**src/rtl/xpf_pkg.sv**
```systemverilog
package xpf_pkg;
  localparam int CAUSE_W = 32;

  // permission set bit positions
  localparam int PERM_R = 0;
  localparam int PERM_W = 1;
  localparam int PERM_X = 2;

  // leaf entry field positions
  localparam int ENT_X    = 0;
  localparam int ENT_RW   = 1;
  localparam int ENT_RD   = 2;
  localparam int ENT_PRIV = 3;
  localparam int ENT_CHG  = 7;

  localparam logic [CAUSE_W-1:0] CAUSE_PROT  = 32'h0800_0000;
  localparam logic [CAUSE_W-1:0] CAUSE_STORE = 32'h0200_0000;
  localparam logic [CAUSE_W-1:0] CAUSE_TABLE = 32'h0002_0000;

  typedef enum logic [1:0] {
    ACC_LOAD  = 2'd0,
    ACC_STORE = 2'd1,
    ACC_FETCH = 2'd2,
    ACC_RSVD  = 2'd3
  } acc_t;

  typedef enum logic [2:0] {
    FK_NONE = 3'd0,
    FK_ISI  = 3'd1,
    FK_DSI  = 3'd2,
    FK_HISI = 3'd3,
    FK_HDSI = 3'd4
  } fault_kind_t;
endpackage

```
**src/rtl/xpf_eaa_decode.sv**
```systemverilog
module xpf_eaa_decode
  import xpf_pkg::*;
(
  input  logic [2:0] eaa_bits,
  output logic [2:0] eaa_perm
);
  // small lookup: read-write grant implies read
  always_comb begin
    eaa_perm         = '0;
    eaa_perm[PERM_R] = eaa_bits[ENT_RD] | eaa_bits[ENT_RW];
    eaa_perm[PERM_W] = eaa_bits[ENT_RW];
    eaa_perm[PERM_X] = eaa_bits[ENT_X];
  end
endmodule

```
**src/rtl/xpf_perm_merge.sv**
```systemverilog
module xpf_perm_merge
  import xpf_pkg::*;
(
  input  logic [2:0] eaa_perm,
  input  logic [2:0] amr_perm,
  input  logic       priv_page,
  input  logic       problem,
  input  logic       stage2,
  input  logic       change,
  input  logic [1:0] acc,
  output logic [2:0] perm,
  output logic       deny
);
  logic [2:0] base;
  logic [2:0] need;

  always_comb begin
    if (stage2)                      base = eaa_perm;
    else if (priv_page && problem)   base = '0;
    else if (!priv_page && !problem) base = eaa_perm & amr_perm;
    else                             base = eaa_perm;
    perm = base;
    if (!change) perm[PERM_W] = 1'b0;
  end

  always_comb begin
    need = '0;
    case (acc)
      ACC_STORE: need[PERM_W] = 1'b1;
      ACC_FETCH: need[PERM_X] = 1'b1;
      default:   need[PERM_R] = 1'b1;
    endcase
    deny = ((perm & need) == 3'b000);
  end
endmodule

```
**src/rtl/xpf_fault_build.sv**
```systemverilog
module xpf_fault_build
  import xpf_pkg::*;
#(
  parameter int EA_W  = 64,
  parameter int GRA_W = 56
) (
  input  logic               deny,
  input  logic [1:0]         acc,
  input  logic               stage2,
  input  logic               tbl_ptr,
  input  logic [EA_W-1:0]    ea,
  input  logic [GRA_W-1:0]   gra,
  output logic [2:0]         kind,
  output logic [CAUSE_W-1:0] cause,
  output logic [EA_W-1:0]    rec_ea,
  output logic [GRA_W-1:0]   rec_gra
);
  always_comb begin
    kind    = FK_NONE;
    cause   = '0;
    rec_ea  = '0;
    rec_gra = '0;
    if (deny) begin
      cause = CAUSE_PROT;
      if (stage2 && tbl_ptr) cause = cause | CAUSE_TABLE;
      if (stage2) rec_gra = gra;
      if (acc == ACC_FETCH) begin
        kind = stage2 ? FK_HISI : FK_ISI;
      end else begin
        kind   = stage2 ? FK_HDSI : FK_DSI;
        rec_ea = ea;
        if (acc == ACC_STORE) cause = cause | CAUSE_STORE;
      end
    end
  end
endmodule

```
**src/rtl/xlate_perm_fault.sv**
```systemverilog
module xlate_perm_fault
  import xpf_pkg::*;
#(
  parameter int ENTRY_W = 8,
  parameter int EA_W    = 64,
  parameter int GRA_W   = 56
) (
  input  logic               clk,
  input  logic               rst,
  input  logic               req_valid,
  input  logic [ENTRY_W-1:0] entry_i,
  input  logic [1:0]         acc_type_i,
  input  logic               problem_i,
  input  logic [2:0]         amr_perm_i,
  input  logic               stage2_i,
  input  logic               tbl_ptr_i,
  input  logic [EA_W-1:0]    eff_addr_i,
  input  logic [GRA_W-1:0]   guest_ra_i,
  output logic               resp_valid_o,
  output logic [2:0]         perm_o,
  output logic               deny_o,
  output logic [2:0]         fault_kind_o,
  output logic [31:0]        fault_cause_o,
  output logic [EA_W-1:0]    fault_ea_o,
  output logic [GRA_W-1:0]   fault_gra_o
);
  localparam int MIN_ENTRY_W = ENT_CHG + 1;

  logic [2:0]         eaa_perm;
  logic [2:0]         perm_c;
  logic               deny_c;
  logic [2:0]         kind_c;
  logic [CAUSE_W-1:0] cause_c;
  logic [EA_W-1:0]    ea_c;
  logic [GRA_W-1:0]   gra_c;
  logic               unused_entry_bits;

  assign unused_entry_bits = ^entry_i[ENT_CHG-1:ENT_PRIV+1];

  generate
    if (ENTRY_W > MIN_ENTRY_W) begin : g_wide
      logic unused_entry_high;
      assign unused_entry_high = ^entry_i[ENTRY_W-1:MIN_ENTRY_W];
    end
  endgenerate

  xpf_eaa_decode u_decode (
    .eaa_bits (entry_i[2:0]),
    .eaa_perm (eaa_perm)
  );

  xpf_perm_merge u_merge (
    .eaa_perm  (eaa_perm),
    .amr_perm  (amr_perm_i),
    .priv_page (entry_i[ENT_PRIV]),
    .problem   (problem_i),
    .stage2    (stage2_i),
    .change    (entry_i[ENT_CHG]),
    .acc       (acc_type_i),
    .perm      (perm_c),
    .deny      (deny_c)
  );

  xpf_fault_build #(.EA_W(EA_W), .GRA_W(GRA_W)) u_fault (
    .deny    (deny_c),
    .acc     (acc_type_i),
    .stage2  (stage2_i),
    .tbl_ptr (tbl_ptr_i),
    .ea      (eff_addr_i),
    .gra     (guest_ra_i),
    .kind    (kind_c),
    .cause   (cause_c),
    .rec_ea  (ea_c),
    .rec_gra (gra_c)
  );

  always_ff @(posedge clk) begin
    if (rst) begin
      resp_valid_o  <= 1'b0;
      perm_o        <= '0;
      deny_o        <= 1'b0;
      fault_kind_o  <= '0;
      fault_cause_o <= '0;
      fault_ea_o    <= '0;
      fault_gra_o   <= '0;
    end else begin
      resp_valid_o <= req_valid;
      if (req_valid) begin
        perm_o        <= perm_c;
        deny_o        <= deny_c;
        fault_kind_o  <= kind_c;
        fault_cause_o <= cause_c;
        fault_ea_o    <= ea_c;
        fault_gra_o   <= gra_c;
      end
    end
  end
endmodule

```
**config.mk**
```make
export PLATFORM = sky130hd
export DESIGN_NAME = xlate_perm_fault
export DESIGN_NICKNAME = d
export VERILOG_FILES = /design/src/rtl/xpf_pkg.sv /design/src/rtl/xpf_eaa_decode.sv /design/src/rtl/xpf_perm_merge.sv /design/src/rtl/xpf_fault_build.sv /design/src/rtl/xlate_perm_fault.sv
export SDC_FILE = /design/constraint.sdc
export NUM_CORES = 1
export LEC_CHECK = 0
export ABC_CLOCK_PERIOD_IN_PS = 5050
export BUFFER_PORTS_ARGS = -buffer_cell sky130_fd_sc_hd__buf_4
export CAP_MARGIN = 10
export CORE_AREA = 3 3 116 118
export DETAILED_ROUTE_END_ITERATION = 7
export DIE_AREA = 0 0 119 121
export GPL_ROUTABILITY_DRIVEN = 1
export GPL_TIMING_DRIVEN = 0
export HOLD_SLACK_MARGIN = 0.02
export PLACE_DENSITY = 0.68
export REMOVE_ABC_BUFFERS = 1
export SETUP_SLACK_MARGIN = 0.15
export SLEW_MARGIN = 20
export SYNTH_ARGS = -nofsm -noshare
export SYNTH_HDL_FRONTEND = slang
export SYNTH_SLANG_ARGS = --single-unit
export TNS_END_PERCENT = 100
```
**constraint.sdc**
```tcl
create_clock -name clk -period 5.05 [get_ports clk]
set_input_delay 1.01 -clock clk [delete_from_list [all_inputs] [get_ports clk]]
set_output_delay 1.01 -clock clk [all_outputs]
set_load 0.02 [all_outputs]
```
Word level (Yosys, flattened, before mapping)
Cells that the tools add are included.
{"block": "totals", "wordCells": 38, "out_inout_bits": 160, "input_bits": 139, "reg_bits": 160}
{"block": "classes", "reduce_logical": 7, "bitwise": 3, "eq_ne": 2, "mux": 19}
{"cell": "$mux 64", "count": 2}
{"cell": "$mux 56", "count": 2}
{"cell": "$mux 32", "count": 2}
{"cell": "$mux 26", "count": 1}
{"cell": "$mux 18", "count": 1}
{"cell": "$mux 3", "count": 6}
{"cell": "$and 3x3->3", "count": 2}
{"cell": "$mux 1", "count": 4}
{"cell": "$logic_and 1x1->1", "count": 3}
{"cell": "$logic_not 3->1", "count": 1}
{"cell": "$eq 2x1->1 const B", "count": 1}
{"cell": "$eq 2x2->1 const B", "count": 1}
{"cell": "$logic_not 1->1", "count": 2}
{"cell": "$mux 2", "count": 1}
{"cell": "$reduce_or 2->1", "count": 1}
{"cell": "$or 1x1->1", "count": 1}

Longest topological paths before layout
Gate-level depths: netlist of run 1.
{"block": "depth", "word_depth": 9, "ltp_mapped": 8, "ltp_nobuf": 6}

Hierarchy
Synthesis of run 1 repeated with hierarchy kept, for this count alone.
{"block": "unflattened", "cells_unflattened": 717, "hier_area_um2": 7064.3}
{"mod": "xlate_perm_fault", "cells_each": 515, "instances": 1, "area_per_inst_um2": 5683.0, "seq_area_each_um2": 3203.1}
{"mod": "xpf_fault_build", "cells_each": 185, "instances": 1, "area_per_inst_um2": 1258.7, "seq_area_each_um2": 0.0}
{"mod": "xpf_perm_merge", "cells_each": 14, "instances": 1, "area_per_inst_um2": 101.3, "seq_area_each_um2": 0.0}
{"mod": "xpf_eaa_decode", "cells_each": 3, "instances": 1, "area_per_inst_um2": 21.3, "seq_area_each_um2": 0.0}

Worst setup path before layout of run 1
OpenSTA, ideal clock, no wires.
{"block": "synth_timing", "kind": "input port to flip-flop", "from": "input port req_valid", "to": "register fault_ea_o[10]", "setup_time_ns": 0.059, "required_ns": 4.991, "path_stages": 5, "n_path_buf": 3, "t_arrival_ns": 2.235, "setup_slack_ns": 2.756, "cell_sequence": "clkbuf_1 nor2_1 clkbuf_1 clkbuf_1 a22o_1"}
{"element": "from (decl)", "line": "xlate_perm_fault.sv:10", "text": "input logic req_valid,"}
{"element": "to (signal assigned)", "line": "xlate_perm_fault.sv:84", "text": "fault_ea_o <= '0;"}
{"element": "to (signal assigned)", "line": "xlate_perm_fault.sv:93", "text": "fault_ea_o <= ea_c;"}
{"element": "to (decl)", "line": "xlate_perm_fault.sv:24", "text": "output logic [EA_W-1:0] fault_ea_o,"}

Worst setup path after layout of run 1
{"block": "layout_timing", "from": "input port problem_i", "to": "register fault_gra_o[49]"}
{"block": "layout_via", "elab_chain_len": 9, "elab_cells_between_ends": 10, "classes_between": "5 x mux; 1 x bitwise; 4 x reduce/logical"}
{"element": "from (decl)", "line": "xlate_perm_fault.sv:13", "text": "input logic problem_i,"}
{"element": "$logic_not 1->1", "line": "xpf_perm_merge.sv:20", "text": "else if (!priv_page && !problem) base = eaa_perm & amr_perm;"}
{"element": "$logic_and 1x1->1", "line": "xpf_perm_merge.sv:20"}
{"element": "$mux 3", "line": "xpf_perm_merge.sv:20"}
{"element": "$mux 3 *", "line": "xpf_perm_merge.sv:19", "text": "else if (priv_page && problem) base = '0;"}
{"element": "$mux 3 *", "line": "xpf_perm_merge.sv:18", "text": "if (stage2) base = eaa_perm;"}
{"element": "$mux 1", "line": "xpf_perm_merge.sv:23", "text": "if (!change) perm[PERM_W] = 1'b0;"}
{"element": "$and 3x3->3 *", "line": "xpf_perm_merge.sv:33", "text": "deny = ((perm & need) == 3'b000);"}
{"element": "$logic_not 3->1 *", "line": "xpf_perm_merge.sv:33"}
{"element": "$mux 56 *", "line": "xpf_fault_build.sv:23", "text": "if (deny) begin"}
{"element": "to (signal assigned)", "line": "xlate_perm_fault.sv:94", "text": "fault_gra_o <= gra_c;"}
{"element": "to (decl)", "line": "xlate_perm_fault.sv:25", "text": "output logic [GRA_W-1:0] fault_gra_o"}
Mark *: on every way between the ends. The rest lies on a longest branch, timed or not.
A chain may end at the register's enable or synchronous reset.

==> run_summary.xml, run 1 <==
<?xml version="1.0" encoding="UTF-8"?>
<metrics>
  <group name="route">
    <metric name="routed_wire_length_per_instance" unit="um">15.6</metric>
    <metric name="drt_iter0_drc" unit="">174</metric>
    <metric name="vias" unit="">3760</metric>
    <metric name="routed_wirelength" unit="um">12400</metric>
    <metric name="drcViolationCount" unit="">0</metric>
    <metric name="drt_pre_antenna_iters" unit="">5</metric>
    <metric name="vias_per_inst" unit="">4.73</metric>
    <metric name="drt.antenna.violating_nets" unit="">0</metric>
  </group>
  <group name="die">
    <metric name="pin_count" unit="">299</metric>
    <metric name="die_y_extent" unit="um">121</metric>
    <metric name="initial_core_util" unit="%">34.5</metric>
    <metric name="coreArea" unit="um^2">12600</metric>
    <metric name="core.rowCount" unit="">41</metric>
    <metric name="die_w" unit="um">119</metric>
    <metric name="die_outline_area" unit="um^2">14400</metric>
  </group>
  <group name="timing">
    <metric name="finalHoldViolCount" unit="">0</metric>
    <metric name="rsz_0062_raised_after_global_routing" unit="">false</metric>
    <metric name="timing_worst_slew_pin_value" unit="ns">0.732</metric>
    <metric name="fmax" unit="MHz">414</metric>
    <metric name="setup_slack" unit="ns">2.63</metric>
    <metric name="layout_min_cycle_time" unit="ns">2.42</metric>
    <metric name="timing.clock.skew" unit="ns">0</metric>
    <metric name="slew_violations" unit="">0</metric>
    <metric name="setup-violations-final" unit="">0</metric>
    <metric name="max_transition_margin" unit="%">51.1</metric>
    <metric name="fin_crit_sh" unit="%">47.8</metric>
  </group>
  <group name="grt">
    <metric name="wire_length_of_the_first_global_routing_pass" unit="um">18500</metric>
    <metric name="grt_start_max_net_pins" unit="">38</metric>
    <metric name="globalRouteTotalUtil" unit="%">16.3</metric>
    <metric name="grt-ovfl-total" unit="">0</metric>
    <metric name="grt_pass1_vias" unit="">3658</metric>
    <metric name="grt_antenna_before_repair" unit="">0</metric>
  </group>
  <group name="pwr">
    <metric name="worst_ir_drop_vdd" unit="mV">0.215</metric>
    <metric name="power.static_leakage" unit="nW">3.36</metric>
    <metric name="power.density" unit="nW/um^2">357</metric>
    <metric name="finalPower" unit="mW">2.48</metric>
  </group>
  <group name="synthesis">
    <metric name="synth.top_cells.by_area" unit="">dfxtp_1 60%, a22o_1 25%, buf_4 5.2%, ha_1 1.2%, clkbuf_1 1.1%</metric>
    <metric name="number_of_synthesized_flops_with_an_enable_pin" unit="">0</metric>
    <metric name="synthMostInstantiatedCell" unit="">dfxtp_1</metric>
    <metric name="yosysTopAreaCellShare" unit="%">60.0</metric>
    <metric name="syn_avg_cell_area" unit="um^2">12.4</metric>
    <metric name="synth.yosys.seq_area_share" unit="%">60.0</metric>
    <metric name="synth_largest_area_cell" unit="">dfxtp_1</metric>
    <metric name="synth.lib_cells_used.distinct" unit="">29</metric>
    <metric name="ys_top_cells_by_count" unit="">130 x dfxtp_1, 124 x a22o_1, 30 x buf_4</metric>
    <metric name="most_frequently_used_flop_master_after_synthesis" unit="">dfxtp_1</metric>
    <metric name="synth_cells" unit="">349</metric>
    <metric name="post_synth_instance_area" unit="um^2">4330</metric>
    <metric name="synth-seq-cells" unit="">130</metric>
    <metric name="number_of_warnings_reported_in_the_yosys_synthesis_log" unit="">0</metric>
    <metric name="postSynth.asyncResetShare" unit="%">0</metric>
  </group>
  <group name="place">
    <metric name="hpwl_dp" unit="um">9450</metric>
    <metric name="finalWeightedCongestion" unit="">0.806</metric>
    <metric name="port-buffer-count" unit="">266</metric>
    <metric name="dp_slack" unit="ns">2.25</metric>
    <metric name="number_of_cells_in_the_design_after_placement" unit="">766</metric>
  </group>
  <group name="final_layout">
    <metric name="multi_input_comb_area" unit="um^2">1480</metric>
    <metric name="share_of_final_layout_standard_cells_stronger_than_drive_strength_1" unit="%">49.1</metric>
    <metric name="num-nets-final" unit="">756</metric>
    <metric name="register_area" unit="um^2">2600</metric>
    <metric name="instances_no_fill" unit="">795</metric>
    <metric name="syn_to_final_growth" unit="%">60.5</metric>
    <metric name="final.fill_count" unit="">1106</metric>
    <metric name="antenna-diode-count" unit="">0</metric>
  </group>
  <group name="setup_path">
    <metric name="cp_data_required_time" unit="ns">5.39</metric>
    <metric name="crit_path_end_kind" unit="">flop</metric>
    <metric name="cp-start-kind" unit="">primary input</metric>
    <metric name="timing.critical_path.fanout_max" unit="">30</metric>
    <metric name="criticalPathCategory" unit="">in -&gt; reg</metric>
    <metric name="worstPathArrival" unit="ns">2.75</metric>
  </group>
  <group name="worst_hold_path">
    <metric name="holdCritPathClass" unit="">reg -&gt; reg</metric>
  </group>
  <group name="clock_tree">
    <metric name="htree_levels" unit="">4</metric>
    <metric name="post-cts-setup-buffer-count" unit="">0</metric>
    <metric name="cts_hold_buffers" unit="">0</metric>
    <metric name="cts_max_path_buffers" unit="">2</metric>
    <metric name="cts_num_sinks" unit="">130</metric>
    <metric name="cts_root_buf" unit="">clkbuf_16</metric>
    <metric name="tritoncts_clock_tree" unit="">yes</metric>
    <metric name="cts_made_buffers" unit="">17</metric>
    <metric name="clock_insertion_delay_worst_skew" unit="ns">0.40</metric>
    <metric name="clk_pin_slew_worst_paths" unit="ns">0.05</metric>
    <metric name="post_cts_resize_count" unit="">0</metric>
  </group>
  <group name="run">
    <metric name="max_capacitance_violation_count" unit="">0</metric>
  </group>
  <group name="outcome">
    <metric name="outcome" unit="">completed</metric>
  </group>
</metrics>
[stage by stage]
stage / instance area [um^2] / TNS, ns / hold WS, ns / util (%)
after floorplan: 4080 / -54.46 / 0.536 / -
final: 6960 / 0 / 0.459 / 55.4
after global placement: 6290 / -329.44 / 0.439 / 50.0
after detailed placement: 6440 / 0 / 0.450 / 51.2
after global routing: 6960 / 0 / 0.484 / 55.4
after CTS: 6960 / 0 / 0.469 / 55.4
[cell usage in the layout, fill, tap and decap left out, drive strengths merged, types with 4 or more instances in the layout]
cell,n
ha,4
clkbuf,23
buf,273
dfxtp,130
a22o,124
conb,29
clkinv,5
a21oi,4
nor2,4
[area by class of cell]
type / count / share of cell area (%)
inverter: 3 / 0.162
timing repair buffer: 273 / 30.6
tap: 172 / 3.09
multi-input combinational: 188 / 21.2
sequential: 130 / 37.4
clock inverter: 6 / 0.468
clock buffer: 23 / 7.01
[report_power, final]
group | internal, mW | switching, mW
sequential | 1.07 | 0.0240
combinational | 0.162 | 0.163
clock | 0.665 | 0.398
total | 1.90 | 0.585
[state kept, by name (all words and copies together), names as in the netlist]
signal,cells
fault_ea_o,64
resp_valid_o,1
fault_gra_o,56
fault_cause_o,3
perm_o,3
fault_kind_o,3
[critical path, stage by stage]
cell	delay, ns
buf_4	0.13
nor4_2	0.42
o31ai_4	0.16
nor2_4	0.61
buf_16	0.25
a22o_1	0.15
[path summary, 6_finish.rpt]
path,startpoint,to,slack (ns),cells after the start
setup reg to reg,fault_gra_o[2]$_SDFFE_PP0P_,fault_gra_o[2]$_SDFFE_PP0P_,4.41,1
hold / removal,fault_kind_o[0]$_SDFFE_PP0P_,fault_kind_o[0]$_SDFFE_PP0P_,0.46,1
setup / recovery,problem_i,fault_gra_o[49]$_SDFFE_PP0P_,2.63,6
hold reg to reg,fault_kind_o[0]$_SDFFE_PP0P_,fault_kind_o[0]$_SDFFE_PP0P_,0.46,1
[routing by layer]
| layer | vias to the layer above | global-route usage [%] | part of all wire, % |
|---|---|---|---|
| li1 | 1790 | - | - |
| met3 | 19 | 5.73 | 7.5 |
| met1 | 1771 | 18.3 | 40 |
| met5 | - | 0 | 0 |
| met2 | 180 | 27.7 | 51 |
| met4 | 0 | 7.24 | 2.2 |
[logic make-up (layout without fill, tap and decap cells)]
kind of cell / after synthesis / count (layout) / synth area share [%]
AOI/OAI and AO/OA: 135 / 135 / 27.1
adders and majority gates: 4 / 4 / 1.15
DFF: 130 / 130 / 60.0
buffers and inverters: 59 / 305 / 8.63
and+or+nand+nor: 20 / 20 / 3.00
other: 1 / 29 / 0.0865
Note: power is estimated with default switching activity, not from simulation.
==> inputs of run 2 (changes only) <==
ABC_CLOCK_PERIOD_IN_PS = 2500   (was 5050)
CORE_AREA = 3 3 114 116   (was 3 3 116 118)
DIE_AREA = 0 0 117 119   (was 0 0 119 121)
PLACE_DENSITY = 0.7   (was 0.68)
clock period = 2.5 ns   (was 5.05 ns; I/O delays follow)
==> run 2 against run 1 <==
  * Sequential power is 100% higher
  * Non-clock buffer count stayed put
  * Worst hold slack worse by 0.16 ns
  * Power is 100% higher
  * Register-to-register slack worse by 2.6 ns
  * Setup slack worse by 2.1 ns
  * Routed wire length is 1.9% higher
  * Sequential share of layout area is 0.094 points higher
  * Via count is 0.32% lower
  * Combinational power is 100% higher
==> run_summary.xml, run 2 (synthesized netlist as in run 1, its figures left out) <==
<?xml version="1.0" encoding="UTF-8"?>
<metrics>
  <group name="final_layout">
    <metric name="fin_area" unit="um^2">6940</metric>
    <metric name="biggestRegsByFlops" unit="">fault_ea_o: 64 flops, fault_gra_o: 56 flops</metric>
    <metric name="syn_to_final_growth" unit="%">60.1</metric>
    <metric name="instances_no_fill" unit="">772</metric>
    <metric name="num-nets-final" unit="">756</metric>
    <metric name="largest_reg_flops" unit="">64</metric>
    <metric name="share_of_final_layout_standard_cells_stronger_than_drive_strength_1" unit="%">48.8</metric>
    <metric name="final.fill_count" unit="">1031</metric>
    <metric name="max_flop_register" unit="">fault_ea_o</metric>
    <metric name="antenna-diode-count" unit="">0</metric>
    <metric name="layout_common_cells" unit="">266 x buf_4, 130 x dfxtp_1, 124 x a22o_1</metric>
    <metric name="final_core_utilization" unit="%">57.8</metric>
    <metric name="layout.cells.most_common" unit="">buf_4</metric>
  </group>
  <group name="route">
    <metric name="routed_wire_length_per_instance" unit="um">16.4</metric>
    <metric name="drt_iter0_drc" unit="">216</metric>
    <metric name="routed_wirelength" unit="um">12600</metric>
    <metric name="vias" unit="">3748</metric>
    <metric name="drt_pre_antenna_iters" unit="">4</metric>
    <metric name="drcViolationCount" unit="">0</metric>
    <metric name="vias_per_inst" unit="">4.85</metric>
    <metric name="drt.antenna.violating_nets" unit="">0</metric>
  </group>
  <group name="setup_path">
    <metric name="cp-start-kind" unit="">primary input</metric>
    <metric name="timing.critical_path.fanout_max" unit="">30</metric>
    <metric name="cp_data_required_time" unit="ns">2.84</metric>
    <metric name="crit_path_end_kind" unit="">flop</metric>
    <metric name="criticalPathCategory" unit="">in -&gt; reg</metric>
    <metric name="worstPathArrival" unit="ns">2.27</metric>
  </group>
  <group name="grt">
    <metric name="grt_start_max_net_pins" unit="">36</metric>
    <metric name="met1_capacity_usage_during_global_routing" unit="%">19.5</metric>
    <metric name="grt_antenna_before_repair" unit="">1</metric>
    <metric name="grt-ovfl-total" unit="">0</metric>
    <metric name="global_route.usage.met2" unit="%">28.6</metric>
    <metric name="grt_pass1_vias" unit="">3643</metric>
    <metric name="wire_length_of_the_first_global_routing_pass" unit="um">18700</metric>
    <metric name="grt_util_met3" unit="%">7.16</metric>
    <metric name="grt-busiest-layer" unit="">met2</metric>
    <metric name="globalRouteTotalUtil" unit="%">17.4</metric>
  </group>
  <group name="clock_tree">
    <metric name="cts_made_buffers" unit="">17</metric>
    <metric name="htree_levels" unit="">4</metric>
    <metric name="tritoncts_clock_tree" unit="">yes</metric>
    <metric name="post_cts_resize_count" unit="">0</metric>
    <metric name="clock_insertion_delay_worst_skew" unit="ns">0.40</metric>
    <metric name="cts_root_buf" unit="">clkbuf_16</metric>
    <metric name="cts_num_sinks" unit="">130</metric>
    <metric name="cts_hold_buffers" unit="">0</metric>
    <metric name="post-cts-setup-buffer-count" unit="">0</metric>
    <metric name="cts_max_path_buffers" unit="">2</metric>
    <metric name="clk_pin_slew_worst_paths" unit="ns">0.05</metric>
  </group>
  <group name="die">
    <metric name="initial_core_util" unit="%">36.1</metric>
    <metric name="coreArea" unit="um^2">12000</metric>
    <metric name="pin_count" unit="">299</metric>
    <metric name="die_outline_area" unit="um^2">13900</metric>
    <metric name="core.rowCount" unit="">40</metric>
    <metric name="die_w" unit="um">117</metric>
    <metric name="die_y_extent" unit="um">119</metric>
  </group>
  <group name="pwr">
    <metric name="finalPower" unit="mW">5.05</metric>
    <metric name="power.density" unit="nW/um^2">728</metric>
    <metric name="power.static_leakage" unit="nW">3.36</metric>
    <metric name="worst_ir_drop_vdd" unit="mV">0.429</metric>
  </group>
  <group name="place">
    <metric name="port-buffer-count" unit="">266</metric>
    <metric name="dpl_cell_area" unit="um^2">6410</metric>
    <metric name="number_of_cells_in_the_design_after_placement" unit="">741</metric>
    <metric name="finalWeightedCongestion" unit="">0.830</metric>
    <metric name="dp_slack" unit="ns">0.160</metric>
    <metric name="hpwl_dp" unit="um">9620</metric>
  </group>
  <group name="timing">
    <metric name="fin_crit_sh" unit="%">77.2</metric>
    <metric name="setup-violations-final" unit="">0</metric>
    <metric name="fin_tns_setup" unit="ns">0</metric>
    <metric name="finalHoldViolCount" unit="">0</metric>
    <metric name="rsz_0062_raised_after_global_routing" unit="">false</metric>
    <metric name="layout_min_cycle_time" unit="ns">1.93</metric>
    <metric name="timing_worst_slew_pin_value" unit="ns">0.839</metric>
    <metric name="timing.clock.skew" unit="ns">0</metric>
    <metric name="setup_slack" unit="ns">0.570</metric>
    <metric name="whs" unit="ns">0.303</metric>
    <metric name="max_transition_margin" unit="%">44.0</metric>
    <metric name="fmax" unit="MHz">518</metric>
    <metric name="slew_violations" unit="">0</metric>
  </group>
  <group name="outcome">
    <metric name="outcome" unit="">completed</metric>
  </group>
  <group name="worst_hold_path">
    <metric name="holdCritPathClass" unit="">in -&gt; reg</metric>
  </group>
  <group name="run">
    <metric name="max_capacitance_violation_count" unit="">0</metric>
  </group>
</metrics>
-- run 2: layout make-up --
cell class / count / area, um^2 / area share [%]
clock buffers: 26 / 499 / 7.19
clock inverters: 5 / 27.5 / 0.397
inverters: 3 / 11.3 / 0.162
multi-input cells: 188 / 1480 / 21.3
flip-flops and latches: 130 / 2600 / 37.5
well taps: 147 / 184 / 2.65
repair buffers: 273 / 2140 / 30.8
-- run 2: critical path, cell delays in order --
cell,delay [ns]
buf_4,0.13
nor4_2,0.42
o31ai_4,0.16
nor2_4,0.64
buf_16,0.25
a22o_1,0.15
-- run 2: routing by layer --
metal	vias to the layer above	share of wire, %
met5	-	0.16
met4	2	2.6
met3	26	8.1
met2	167	50
met1	1757	39
li1	1796	-
-- run 2: path summary, 6_finish.rpt --
check	from	cells after the start	slack, ns	endpoint
setup / recovery	problem_i	6	0.57	fault_gra_o[20]$_SDFFE_PP0P_
hold / removal	guest_ra_i[5]	2	0.30	fault_gra_o[5]$_SDFFE_PP0P_
setup reg to reg	fault_gra_o[27]$_SDFFE_PP0P_	1	1.86	fault_gra_o[27]$_SDFFE_PP0P_
hold reg to reg	fault_kind_o[0]$_SDFFE_PP0P_	1	0.46	fault_kind_o[0]$_SDFFE_PP0P_
-- run 2: power breakdown --
part	switching [mW]	internal [mW]	leakage, nW
logic	0.333	0.329	2.04
clock network	0.821	1.36	0.260
registers	0.0478	2.16	1.06
total	1.20	3.85	3.36
==> inputs of run 3 (changes only) <==
ABC_AREA = 1   (was default)
ABC_CLOCK_PERIOD_IN_PS = 1600   (was 2500)
CORE_AREA = default   (was 3 3 114 116)
CORE_MARGIN = 3   (was default)
CORE_UTILIZATION = 41   (was default)
DIE_AREA = default   (was 0 0 117 119)
PLACE_DENSITY = 0.76   (was 0.7)
clock period = 1.6 ns   (was 2.5 ns; I/O delays follow)
==> run 3 against run 2 <==
  * Synthesized cell count rose to 2.5 times the previous value
  * Clock-buffer cell count down 3
  * Highest routed layer is now met4
  * Global-route usage up 3.3 points
  * Setup slack worse by 0.37 ns
  * Core utilization up 5.5 points
  * Design area up 23%
  * Routed wire length up 37%
  * Register-to-register slack worse by 0.94 ns
  * Largest cell class unchanged
  * Critical path depth up 5
  * Die area up 12%
  * Final cell count up 70%
==> run_summary.xml, run 3 <==
<?xml version="1.0" encoding="UTF-8"?>
<metrics>
  <group name="grt">
    <metric name="wire_length_of_the_first_global_routing_pass" unit="um">26400</metric>
    <metric name="grt_start_max_net_pins" unit="">129</metric>
    <metric name="grt_pass1_vias" unit="">5319</metric>
    <metric name="grt-ovfl-total" unit="">0</metric>
    <metric name="globalRouteTotalUtil" unit="%">20.7</metric>
    <metric name="grt_antenna_before_repair" unit="">0</metric>
  </group>
  <group name="outcome">
    <metric name="outcome" unit="">completed</metric>
  </group>
  <group name="route">
    <metric name="drt_iter0_drc" unit="">369</metric>
    <metric name="drt_pre_antenna_iters" unit="">4</metric>
    <metric name="vias_per_inst" unit="">4.52</metric>
    <metric name="routed_wirelength" unit="um">17300</metric>
    <metric name="routed_wire_length_per_instance" unit="um">13.2</metric>
    <metric name="vias" unit="">5916</metric>
    <metric name="drt.antenna.violating_nets" unit="">0</metric>
    <metric name="drcViolationCount" unit="">0</metric>
  </group>
  <group name="clock_tree">
    <metric name="cts_max_path_buffers" unit="">2</metric>
    <metric name="cts_root_buf" unit="">clkbuf_16</metric>
    <metric name="clock_insertion_delay_worst_skew" unit="ns">0.40</metric>
    <metric name="cts_hold_buffers" unit="">0</metric>
    <metric name="cts_num_sinks" unit="">130</metric>
    <metric name="tritoncts_clock_tree" unit="">yes</metric>
    <metric name="cts_made_buffers" unit="">17</metric>
    <metric name="htree_levels" unit="">4</metric>
    <metric name="clk_pin_slew_worst_paths" unit="ns">0.05</metric>
  </group>
  <group name="place">
    <metric name="port-buffer-count" unit="">266</metric>
    <metric name="dpl_cell_area" unit="um^2">7770</metric>
    <metric name="number_of_cells_in_the_design_after_placement" unit="">1268</metric>
    <metric name="finalWeightedCongestion" unit="">0.807</metric>
    <metric name="dp_slack" unit="ns">-0.790</metric>
    <metric name="hpwl_dp" unit="um">10900</metric>
  </group>
  <group name="setup_path">
    <metric name="crit_path_end_kind" unit="">flop</metric>
    <metric name="cp-start-kind" unit="">primary input</metric>
    <metric name="cp_data_required_time" unit="ns">1.85</metric>
    <metric name="reg2reg_slack" unit="ns">0.92</metric>
    <metric name="timing.reg2reg.worst_path_depth" unit="">2</metric>
    <metric name="worst_r2r_endpoint" unit="">fault_cause_o[27]$_SDFFE_PP0P_</metric>
    <metric name="criticalPathCategory" unit="">in -&gt; reg</metric>
    <metric name="crit-reg2reg-launch" unit="">fault_cause_o[27]$_SDFFE_PP0P_</metric>
    <metric name="worstPathArrival" unit="ns">1.64</metric>
    <metric name="timing.critical_path.fanout_max" unit="">18</metric>
  </group>
  <group name="synthesis">
    <metric name="synthMostInstantiatedCell" unit="">nand2_1</metric>
    <metric name="post_synth_instance_area" unit="um^2">5790</metric>
    <metric name="postSynth.asyncResetShare" unit="%">0</metric>
    <metric name="most_frequently_used_flop_master_after_synthesis" unit="">dfxtp_1</metric>
    <metric name="number_of_warnings_reported_in_the_yosys_synthesis_log" unit="">0</metric>
    <metric name="yosysTopAreaCellShare" unit="%">45.0</metric>
    <metric name="synth.lib_cells_used.distinct" unit="">19</metric>
    <metric name="number_of_synthesized_flops_with_an_enable_pin" unit="">0</metric>
    <metric name="synth-seq-cells" unit="">130</metric>
    <metric name="synth.yosys.seq_area_share" unit="%">45.0</metric>
    <metric name="synth_cells" unit="">877</metric>
    <metric name="syn_avg_cell_area" unit="um^2">6.60</metric>
    <metric name="synth.top_cells.by_area" unit="">dfxtp_1 45%, nand2_1 21%, a21oi_1 11%, inv_1 8.4%, nor2_1 4.3%</metric>
    <metric name="synth_largest_area_cell" unit="">dfxtp_1</metric>
    <metric name="ys_top_cells_by_count" unit="">323 x nand2_1, 130 x dfxtp_1, 130 x inv_1</metric>
  </group>
  <group name="die">
    <metric name="die_outline_area" unit="um^2">15600</metric>
    <metric name="coreArea" unit="um^2">13500</metric>
    <metric name="initial_core_util" unit="%">42.9</metric>
    <metric name="die_w" unit="um">125</metric>
    <metric name="die_y_extent" unit="um">125</metric>
    <metric name="core.rowCount" unit="">42</metric>
    <metric name="pin_count" unit="">299</metric>
  </group>
  <group name="timing">
    <metric name="slew_violations" unit="">0</metric>
    <metric name="layout_min_cycle_time" unit="ns">1.40</metric>
    <metric name="setup-violations-final" unit="">0</metric>
    <metric name="fin_tns_setup" unit="ns">0</metric>
    <metric name="finalHoldViolCount" unit="">0</metric>
    <metric name="setup_slack" unit="ns">0.202</metric>
    <metric name="fmax" unit="MHz">716</metric>
    <metric name="max_transition_margin" unit="%">32.1</metric>
    <metric name="timing.clock.skew" unit="ns">0</metric>
    <metric name="rsz_0062_raised_after_global_routing" unit="">true</metric>
    <metric name="timing_worst_slew_pin_value" unit="ns">1.02</metric>
    <metric name="fin_crit_sh" unit="%">87.3</metric>
  </group>
  <group name="pwr">
    <metric name="finalPower" unit="mW">8.59</metric>
    <metric name="netSwitchingPower" unit="mW">2.21</metric>
    <metric name="power.density" unit="nW/um^2">1010</metric>
    <metric name="worst_ir_drop_vdd" unit="mV">0.666</metric>
    <metric name="power_report.internal_total" unit="mW">6.38</metric>
    <metric name="switching_share" unit="%">25.8</metric>
    <metric name="power.share.clock" unit="%">42.6</metric>
    <metric name="power_frac_seq" unit="%">40.2</metric>
    <metric name="power.static_leakage" unit="nW">4.49</metric>
    <metric name="comb_power_share" unit="%">17.2</metric>
  </group>
  <group name="final_layout">
    <metric name="syn_to_final_growth" unit="%">47.6</metric>
    <metric name="layout.cells.most_common" unit="">nand2_1</metric>
    <metric name="max_flop_register" unit="">fault_ea_o</metric>
    <metric name="num-nets-final" unit="">1266</metric>
    <metric name="layout_common_cells" unit="">321 x nand2_1, 269 x buf_4, 130 x inv_1, 130 x dfxtp_1, 127 x a21oi_1</metric>
    <metric name="antenna-diode-count" unit="">0</metric>
    <metric name="fin_area" unit="um^2">8550</metric>
    <metric name="share_of_final_layout_standard_cells_stronger_than_drive_strength_1" unit="%">28.0</metric>
    <metric name="instances_no_fill" unit="">1309</metric>
    <metric name="largest_reg_flops" unit="">64</metric>
    <metric name="biggestRegsByFlops" unit="">fault_ea_o: 64 flops, fault_gra_o: 56 flops</metric>
  </group>
  <group name="worst_hold_path">
    <metric name="worstHoldStart" unit="">entry_i[0]</metric>
    <metric name="endpoint_of_the_worst_hold_path" unit="">perm_o[2]$_SDFFE_PP0P_</metric>
    <metric name="worst_hold_path_stage_count" unit="">3</metric>
    <metric name="holdCritPathClass" unit="">in -&gt; reg</metric>
  </group>
  <group name="run">
    <metric name="max_capacitance_violation_count" unit="">0</metric>
  </group>
</metrics>
run 3: layout make-up:
cell class                      instances  area (um^2)
Multi-Input combinational cell        561         2350
Timing Repair Buffer                  282         2320
Sequential cell                       130         2600
Clock buffer                           23          468
Tap cell                              176          220
Fill cell                            1280         4960
Clock inverter                          6         82.6
Inverter                              131          497
run 3: how the worst max path moves through the flow:
stage | slack, ns | end | start
after global routing | 0.14 | fault_gra_o[11]$_SDFFE_PP0P_ | problem_i
after CTS | 0.17 | fault_gra_o[18]$_SDFFE_PP0P_ | stage2_i
after floorplan | -1.49 | fault_cause_o[17]$_SDFFE_PP0P_ | acc_type_i[0]
after detailed placement | -0.79 | fault_gra_o[18]$_SDFFE_PP0P_ | acc_type_i[0]
after global placement | -3.28 | fault_gra_o[18]$_SDFFE_PP0P_ | acc_type_i[0]
final | 0.20 | fault_gra_o[18]$_SDFFE_PP0P_ | acc_type_i[0]
run 3: power groups by stage:
stage / Sequential (mW) / Combinational [mW] / Clock (mW)
after CTS: 3.45 / 1.43 / 3.74
after global routing: 3.47 / 1.62 / 3.86
final: 3.45 / 1.48 / 3.66
after detailed placement: 3.52 / 1.37 / 0
after floorplan: 3.68 / 0.482 / 0
after global placement: 3.51 / 1.32 / 0
run 3: layer usage:
metal,wire length [um],vias to the layer above,GRT usage [%]
li1,-,3043,-
met1,6970,2624,24.6
met2,8120,225,33.3
met3,1810,24,8.28
met4,375,0,8.29
met5,0,-,0
run 3: cell families after synthesis:
group                    after synthesis  synth area share, %
AND/OR/NAND/NOR                      395                 25.9
other                                  1               0.0648
AO/OA/AOI/OAI                        132                 11.4
adder cells (fa/ha/maj)                4                0.865
flip-flops                           130                 45.0
buffers and inverters                215                 16.8
run 3: stage by stage:
stage,utilization (%),hold slack (ns)
floorplan,-,0.389
global placement,56.5,0.452
detailed placement,57.5,0.455
CTS,62.5,0.157
global route,63.3,0.169
finish,63.3,0.181
run 3: critical path, cell delays in order:
cell	delay (ns)
buf_4	0.12
inv_1	0.08
ha_4	0.17
buf_16	0.16
nand3_1	0.11
nand2_2	0.13
nor2_4	0.05
buf_4	0.16
buf_12	0.15
nand2_1	0.10
a21oi_1	0.07
run 3: repair_timing:
action,4_1_cts,5_1_grt
resized for setup,3,7
cloned,3,3
pin swaps,2,0
endpoints found under the setup margin,126,110
buffers inserted,5,1
